## src/rtl/fbp_pkg.sv

```systemverilog
// Shared types and command codes of the buffered factory-program engine.
// Assumes commands are carried in the low byte of a bus write.
package fbp_pkg;
    typedef enum logic [2:0] {
        ENG_IDLE,
        ENG_SETUP,
        ENG_FIRST,
        ENG_FILL,
        ENG_PROG
    } eng_state_t;

    typedef enum logic [1:0] {
        SQ_IDLE,
        SQ_ISSUE,
        SQ_WAIT
    } seq_state_t;

    localparam logic [7:0] CMD_ARM     = 8'h80;
    localparam logic [7:0] CMD_CONFIRM = 8'hD0;
    localparam logic [7:0] CMD_CLRERR  = 8'h50;
    localparam logic [7:0] CMD_STATUS  = 8'h70;
    localparam logic [7:0] CMD_ARRAY   = 8'hFF;

    localparam int ST_READY_BIT = 7;
    localparam int ST_ERR_BIT   = 4;
    localparam int ST_BUSY_BIT  = 0;
endpackage

```

## src/rtl/fbp_wbuf.sv

```systemverilog
// Word buffer of the factory-program engine: one write port, one
// asynchronous read port. Assumes the contents need no reset, because every
// slot is written before the sequencer reads it.
module fbp_wbuf #(
    parameter int DW    = 16,
    parameter int DEPTH = 32,
    localparam int IW   = $clog2(DEPTH)
) (
    input  logic          clk,
    input  logic          wr_en,
    input  logic [IW-1:0] wr_idx,
    input  logic [DW-1:0] wr_data,
    input  logic [IW-1:0] rd_idx,
    output logic [DW-1:0] rd_data
);
    logic [DW-1:0] slots [DEPTH];

    // Store one word per enabled cycle.
    always_ff @(posedge clk) begin
        if (wr_en) slots[wr_idx] <= wr_data;
    end

    assign rd_data = slots[rd_idx];
endmodule

```

## src/rtl/fbp_prog_seq.sv

```systemverilog
// Program sequencer: walks the buffer from slot 0 upward and issues one
// array start per word. It holds address and data until the array reports
// done, restarts a word that fails verify, and gives up after MAX_TRIES
// failures. Assumes base stays stable while a pass is running.
module fbp_prog_seq
    import fbp_pkg::*;
#(
    parameter int AW        = 16,
    parameter int DW        = 16,
    parameter int DEPTH     = 32,
    parameter int MAX_TRIES = 8,
    localparam int IW       = $clog2(DEPTH),
    localparam int TW       = $clog2(MAX_TRIES + 1)
) (
    input  logic          clk,
    input  logic          rst_n,
    input  logic          go,
    input  logic [AW-1:0] base,
    output logic [IW-1:0] buf_idx,
    input  logic [DW-1:0] buf_data,
    input  logic          arr_done,
    input  logic          arr_ok,
    output logic [AW-1:0] arr_addr,
    output logic [DW-1:0] arr_wdata,
    output logic          arr_start,
    output logic          done,
    output logic          fail
);
    seq_state_t    st;
    logic [IW-1:0] idx;
    logic [TW-1:0] tries;
    logic          last_word;
    logic          last_try;

    assign last_word = (idx == IW'(DEPTH - 1));
    assign last_try  = (tries == TW'(MAX_TRIES - 1));
    assign buf_idx   = idx;
    assign arr_addr  = base + {{(AW-IW){1'b0}}, idx};
    assign arr_wdata = buf_data;
    assign arr_start = (st == SQ_ISSUE);
    assign done      = (st == SQ_WAIT) && arr_done && arr_ok && last_word;
    assign fail      = (st == SQ_WAIT) && arr_done && !arr_ok && last_try;

    // Word walk, retry counting and issue/wait sequencing.
    always_ff @(posedge clk) begin
        if (!rst_n) begin
            st    <= SQ_IDLE;
            idx   <= '0;
            tries <= '0;
        end else begin
            case (st)
                SQ_IDLE: begin
                    if (go) begin
                        idx   <= '0;
                        tries <= '0;
                        st    <= SQ_ISSUE;
                    end
                end
                SQ_ISSUE: st <= SQ_WAIT;
                SQ_WAIT: begin
                    if (arr_done) begin
                        if (arr_ok) begin
                            if (last_word) begin
                                st <= SQ_IDLE;
                            end else begin
                                idx   <= idx + 1'b1;
                                tries <= '0;
                                st    <= SQ_ISSUE;
                            end
                        end else if (last_try) begin
                            st <= SQ_IDLE;
                        end else begin
                            tries <= tries + 1'b1;
                            st    <= SQ_ISSUE;
                        end
                    end
                end
                default: st <= SQ_IDLE;
            endcase
        end
    end

    // address and data stay put while a word is in flight.
    assert_hold_word_R6: assert property (@(posedge clk) disable iff (!rst_n)
        (st == SQ_WAIT && !arr_done) |=> ($stable(arr_addr) && $stable(arr_wdata)));

    // a start lasts exactly one cycle.
    assert_start_pulse_R6: assert property (@(posedge clk) disable iff (!rst_n)
        arr_start |=> !arr_start);

    // the failure counter never passes its bound.
    assert_try_bound_R7: assert property (@(posedge clk) disable iff (!rst_n)
        tries < TW'(MAX_TRIES));

    // a failed verify restarts the same word.
    assert_retry_same_R7: assert property (@(posedge clk) disable iff (!rst_n)
        (st == SQ_WAIT && arr_done && !arr_ok && !last_try) |=> (arr_start && $stable(arr_addr)));
endmodule

```

## src/rtl/fbp_engine.sv

```systemverilog
// Buffered factory-program command engine (top). It decodes the arm and
// confirm writes, checks alignment and block lock on the first data word,
// fills the word buffer from writes at a fixed address, hands full buffers
// to the program sequencer, and exits on a write outside the start block.
// It also keeps the ready, busy and error status bits. Assumes commands sit
// in the low data byte and that one write is taken per cycle with bus_we high.
module fbp_engine
    import fbp_pkg::*;
#(
    parameter int AW        = 16,
    parameter int BLK_AW    = 10,
    parameter int BUF_WORDS = 32,
    parameter int MAX_TRIES = 8,
    localparam int DW       = 16,
    localparam int IW       = $clog2(BUF_WORDS),
    localparam int BW       = AW - BLK_AW,
    localparam int NBLK     = 1 << BW
) (
    input  logic            clk,
    input  logic            rst_n,
    input  logic            bus_we,
    input  logic            bus_re,
    input  logic [AW-1:0]   bus_addr,
    input  logic [DW-1:0]   bus_wdata,
    output logic [DW-1:0]   bus_rdata,
    input  logic            cond_ok,
    input  logic [NBLK-1:0] blk_lock,
    input  logic [DW-1:0]   arr_rdata,
    output logic [AW-1:0]   arr_addr,
    output logic [DW-1:0]   arr_wdata,
    output logic            arr_start,
    input  logic            arr_done,
    input  logic            arr_verify_ok
);
    eng_state_t    state;
    logic          err;
    logic          rd_stat;
    logic [BW-1:0] start_blk;
    logic [AW-1:0] win_base;
    logic [IW-1:0] ptr;

    logic [BW-1:0] wr_blk;
    logic          in_blk;
    logic          aligned;
    logic          locked;
    logic [7:0]    cmd;
    logic          win_last;
    logic          buf_we;
    logic [IW-1:0] buf_widx;
    logic [IW-1:0] buf_ridx;
    logic [DW-1:0] buf_rdata;
    logic          seq_go;
    logic          seq_done;
    logic          seq_fail;
    logic [DW-1:0] status;
    logic          show_stat;

    assign wr_blk   = bus_addr[AW-1:BLK_AW];
    assign in_blk   = (wr_blk == start_blk);
    assign aligned  = (bus_addr[IW-1:0] == '0);
    assign locked   = blk_lock[wr_blk];
    assign cmd      = bus_wdata[7:0];
    assign win_last = &win_base[BLK_AW-1:IW];

    assign buf_we   = bus_we && (((state == ENG_FIRST) && aligned && !locked)
                                 || ((state == ENG_FILL) && in_blk));
    assign buf_widx = (state == ENG_FIRST) ? '0 : ptr;
    assign seq_go   = bus_we && (state == ENG_FILL) && in_blk && (ptr == IW'(BUF_WORDS - 1));

    fbp_wbuf #(.DW(DW), .DEPTH(BUF_WORDS)) u_wbuf (
        .clk     (clk),
        .wr_en   (buf_we),
        .wr_idx  (buf_widx),
        .wr_data (bus_wdata),
        .rd_idx  (buf_ridx),
        .rd_data (buf_rdata)
    );

    fbp_prog_seq #(.AW(AW), .DW(DW), .DEPTH(BUF_WORDS), .MAX_TRIES(MAX_TRIES)) u_seq (
        .clk       (clk),
        .rst_n     (rst_n),
        .go        (seq_go),
        .base      (win_base),
        .buf_idx   (buf_ridx),
        .buf_data  (buf_rdata),
        .arr_done  (arr_done),
        .arr_ok    (arr_verify_ok),
        .arr_addr  (arr_addr),
        .arr_wdata (arr_wdata),
        .arr_start (arr_start),
        .done      (seq_done),
        .fail      (seq_fail)
    );

    // Status word and read mux.
    always_comb begin
        status               = '0;
        status[ST_READY_BIT] = (state == ENG_IDLE);
        status[ST_ERR_BIT]   = err;
        status[ST_BUSY_BIT]  = (state == ENG_PROG);
        show_stat = rd_stat || (state == ENG_FIRST) || (state == ENG_FILL) || (state == ENG_PROG);
        if (!bus_re)        bus_rdata = '0;
        else if (show_stat) bus_rdata = status;
        else                bus_rdata = arr_rdata;
    end

    // Command decode, mode phases, fill pointer and window advance.
    always_ff @(posedge clk) begin
        if (!rst_n) begin
            state     <= ENG_IDLE;
            err       <= 1'b0;
            rd_stat   <= 1'b0;
            start_blk <= '0;
            win_base  <= '0;
            ptr       <= '0;
        end else begin
            case (state)
                ENG_IDLE: begin
                    if (bus_we) begin
                        case (cmd)
                            CMD_ARM:    state   <= ENG_SETUP;
                            CMD_CLRERR: err     <= 1'b0;
                            CMD_STATUS: rd_stat <= 1'b1;
                            CMD_ARRAY:  rd_stat <= 1'b0;
                            default:    ;
                        endcase
                    end
                end
                ENG_SETUP: begin
                    if (bus_we) begin
                        rd_stat <= 1'b1;
                        if (cmd == CMD_CONFIRM && cond_ok) begin
                            state <= ENG_FIRST;
                        end else begin
                            err   <= 1'b1;
                            state <= ENG_IDLE;
                        end
                    end
                end
                ENG_FIRST: begin
                    if (bus_we) begin
                        if (!aligned || locked) begin
                            err   <= 1'b1;
                            state <= ENG_IDLE;
                        end else begin
                            start_blk <= wr_blk;
                            win_base  <= bus_addr;
                            ptr       <= IW'(1);
                            state     <= ENG_FILL;
                        end
                    end
                end
                ENG_FILL: begin
                    if (bus_we) begin
                        if (!in_blk) begin
                            state <= ENG_IDLE;
                        end else if (ptr == IW'(BUF_WORDS - 1)) begin
                            ptr   <= '0;
                            state <= ENG_PROG;
                        end else begin
                            ptr <= ptr + 1'b1;
                        end
                    end
                end
                ENG_PROG: begin
                    if (seq_fail) begin
                        err   <= 1'b1;
                        state <= ENG_IDLE;
                    end else if (seq_done) begin
                        if (win_last) begin
                            state <= ENG_IDLE;
                        end else begin
                            win_base <= win_base + AW'(BUF_WORDS);
                            state    <= ENG_FILL;
                        end
                    end
                end
                default: state <= ENG_IDLE;
            endcase
        end
    end

    // the array is driven only while a window is programming.
    assert_start_in_prog_R11: assert property (@(posedge clk) disable iff (!rst_n)
        arr_start |-> (state == ENG_PROG));

    // a misaligned first word aborts with the error flag.
    assert_misalign_abort_R4: assert property (@(posedge clk) disable iff (!rst_n)
        (state == ENG_FIRST && bus_we && !aligned) |=> (state == ENG_IDLE && err));

    // a locked block aborts with the error flag.
    assert_lock_abort_R5: assert property (@(posedge clk) disable iff (!rst_n)
        (state == ENG_FIRST && bus_we && locked) |=> (state == ENG_IDLE && err));

    // leaving the block ends the mode without touching the error flag.
    assert_exit_clean_R9: assert property (@(posedge clk) disable iff (!rst_n)
        (state == ENG_FILL && bus_we && !in_blk) |=> (state == ENG_IDLE && $stable(err)));

    // an exhausted retry budget raises the error flag and stops.
    assert_retry_error_R7: assert property (@(posedge clk) disable iff (!rst_n)
        seq_fail |=> (err && state == ENG_IDLE));
endmodule

```

## config.mk

```make
export PLATFORM = sky130hd
export DESIGN_NAME = fbp_engine
export DESIGN_NICKNAME = d
export VERILOG_FILES = /design/src/rtl/fbp_pkg.sv /design/src/rtl/fbp_wbuf.sv /design/src/rtl/fbp_prog_seq.sv /design/src/rtl/fbp_engine.sv
export SDC_FILE = /design/constraint.sdc
export NUM_CORES = 1
export LEC_CHECK = 0
export ABC_AREA = 1
export CAP_MARGIN = 40
export CORE_ASPECT_RATIO = 1.5
export CORE_UTILIZATION = 40
export DETAILED_ROUTE_END_ITERATION = 8
export SLEW_MARGIN = 5
export SYNTH_ARGS = -nofsm -noshare
export SYNTH_HDL_FRONTEND = slang
export SYNTH_SLANG_ARGS = --single-unit
```

## constraint.sdc

```tcl
create_clock -name clk -period 10.5 [get_ports clk]
set_input_delay 3.15 -clock clk [delete_from_list [all_inputs] [get_ports clk]]
set_output_delay 3.15 -clock clk [all_outputs]
set_load 0.01 [all_outputs]
```

==> metrics.cfg <==
[status]
status=complete, no violations

[power]
ir_drop_mv=0.132
sw_frac_of_total_pct=19.8
p_comb_share_pct=3.2
p_int_mw=3.55
p_leak_nw=9.61
p_switching_mw=0.877
clock_power_share_pct=41.9
power.density_nw_per_um2=157
pwr-share-seq_pct=54.9

[worst_setup_path]
critical-path-slowest-cell=clkdlybuf4s50_1
arrival_ns=4.87
crit_path_cell_trace=clkdlybuf4s50_1 > nand3_1 > nor2_1 > clkdlybuf4s50_1
crit_type=input port to output port
cp_top_family=buffers and inverters
cp.required_ns=7.35
cp-start-kind=input port
crit_buf_inv=2
critical_path.max_fanout=13
cp_common_cell=clkdlybuf4s50_1
crit_path_max_incr_delay_ns=0.57
end_kind=output port

[detailed_routing]
drt-total-wl_um=63800
first_pass_iters=5
wl_per_cell_um=21.0
vias_per_cell=5.53
ant_nets=0
drt-initial-drc-count=1242
num_vias=16752
remaining_drc_errors=0

[finish]
multi_input_area_um2=6530
area_growth_pct=19.2
layout-drive-gt1-share_pct=7.98
final_nets=2346
nFillCells=5172
diodes=0
final_cell_mix=edfxtp_1, nor2_1, o21ai_0
mostFrequentLayoutCell=edfxtp_1
final-seq-area_um2=16300

[floorplanning]
start_util_pct=40.4
die_h_um=300
num_io_pins=168
core_area_um2=58800
row_count=109
die_area_um2=60300
die_w_um=201

[clock_tree]
cts-root-buf=clkbuf_16
htree_levels=2
cts_setup_buffers=0
cts_sinks=560
cts_buffer_depth=3
cts_buffers=51
cts_tree=yes
postCtsHoldBufs=0
cts_resized=0
clkTransAtPathRegs_ns=0.06
clock_latency_ns=0.59

[placement]
io_buffers=167
gp_congestion=0.823
dp_hpwl_um=40200

[sta]
tns_ns=0
max_freq_ghz=0.125
whs_ns=0.455
grt_setup_unrepaired=false
slew-limit-headroom_pct=35.2
min_period_ns=8.02
setup_viol_count_final=0
final.setup_skew_ns=0.0323
worstMarginPinSlew_ns=0.972
period_share_pct=76.4
slew_violations=0
hold_viol_final=0

[grt]
antenna_found_initial=1
gr-total-overflow=0
grtUsageTotal_pct=20.7
grt_pass1_wl_um=96300
grt_pass1_vias=16568
grt_max_degree=174

[yosys]
synth_top_cell_by_area=edfxtp_1
ys_dominant_reg_cell=edfxtp_1
synth.net_count=2183
avgSynthCellArea_um2=11.6
ys.warnings.count=0
yosysSeqAreaShare_pct=68.8
synth-edff-count=512
netlist_instances=2051
ys_seq_elements=560
netlist.area_leader.share_pct=64.8
synthTopCellsByArea=edfxtp_1, o21ai_0, nor2_1
synth.cell_area_um2=23700
async_reset_ff_share_pct=0
synth_cell_type_count=49

[hold_path]
hp-class=flip-flop to flip-flop

[run]
max_cap_violations=0

==> stage by stage <==
| stage | worst slack (ns) | cell area (um^2) | cells | total power, mW | utilization, % |
|---|---|---|---|---|---|
| floorplan | 3.69 | 23700 | 2051 | 2.52 | - |
| global placement | 2.49 | 26200 | 2911 | 2.61 | 44.6 |
| detailed placement | 2.42 | 26600 | 2938 | 2.62 | 45.3 |
| CTS | 2.42 | 28300 | 3032 | 4.45 | 48.1 |
| global route | 2.30 | 28300 | 3032 | 4.54 | 48.1 |
| finish | 2.48 | 28300 | 3032 | 4.43 | 48.1 |
==> layer usage <==
layer | wire [um] | part of all wire [%] | track usage [%]
met1 | 25100 | 39 | 25.0
met2 | 32800 | 51 | 37.4
met3 | 3980 | 6.2 | 3.07
met4 | 1920 | 3.0 | 7.34
met5 | 13 | 0.020 | 0
==> worst min-delay path, stage by stage (launching register included) <==
cell and delay (ns):
dfxtp_1 0.31, inv_1 0.05, a21oi_1 0.05
==> cell type report <==
type	instances	share of cell area, %
repair buffers	239	8.68
inverters	85	1.17
clock buffers	71	4.96
flip-flops and latches	560	57.8
multi-input cells	1277	23.1
clock inverters	23	0.854
well taps	777	3.44
==> final timing paths <==
path,from,end,slack [ns],depth (start not counted)
worst max-delay path,bus_re,bus_rdata[11],2.48,4
worst min-delay path,rd_stat$_SDFFE_PN0P_,rd_stat$_SDFFE_PN0P_,0.45,2
worst max register to register,state[1]$_SDFFE_PN0P_,u_wbuf.slots[25][11]$_DFFE_PP_,7.60,7
worst min register to register,rd_stat$_SDFFE_PN0P_,rd_stat$_SDFFE_PN0P_,0.45,2
==> cell usage after synthesis, types with 2 or more instances <==
| cell | n |
|---|---|
| a21oi_1 | 28 |
| a31oi_1 | 20 |
| a32oi_1 | 14 |
| buf_1 | 9 |
| buf_2 | 11 |
| buf_4 | 4 |
| buf_6 | 6 |
| clkbuf_1 | 99 |
| clkinv_1 | 2 |
| dfxtp_1 | 48 |
| edfxtp_1 | 512 |
| ha_1 | 12 |
| inv_1 | 77 |
| inv_2 | 4 |
| mux2i_1 | 2 |
| nand2_1 | 180 |
| nand2_4 | 2 |
| nand3_1 | 110 |
| nand3_2 | 5 |
| nand3_4 | 3 |
| nand4_1 | 11 |
| nor2_1 | 398 |
| nor2_2 | 2 |
| nor3_1 | 9 |
| nor3b_1 | 3 |
| nor4_1 | 2 |
| o21ai_0 | 304 |
| o21ai_1 | 2 |
| o221ai_1 | 96 |
| o22ai_1 | 32 |
| or2_2 | 3 |
| xnor2_1 | 6 |
| xor2_1 | 19 |
==> power by group through the flow <==
| stage | clock network (mW) | registers, mW | logic [mW] |
|---|---|---|---|
| after global routing | 1.96 | 2.43 | 0.153 |
| after global placement | 0 | 2.48 | 0.133 |
| after detailed placement | 0 | 2.48 | 0.141 |
| after floorplan | 0 | 2.48 | 0.0426 |
| final | 1.86 | 2.43 | 0.141 |
| after CTS | 1.88 | 2.43 | 0.142 |
==> cell families after synthesis <==
family,synth area share (%)
AO/OA/AOI/OAI,12.7
AND/OR/NAND/NOR,13.0
XOR/XNOR,0.923
adder cells (fa/ha/maj),0.717
multiplexers,0.0844
flip-flops,68.8
buffers and inverters,3.71
==> state kept, by name, indices dropped and copies added (netlist names), named ones only <==
signal and count:
win_base 16, u_wbuf.slots 512, rd_stat 1, state 3
start_blk 6, u_seq.st 2, u_seq.buf_idx 5, u_seq.tries 4
err 1, ptr 5
No activity file was read; power rests on OpenSTA's default activity.
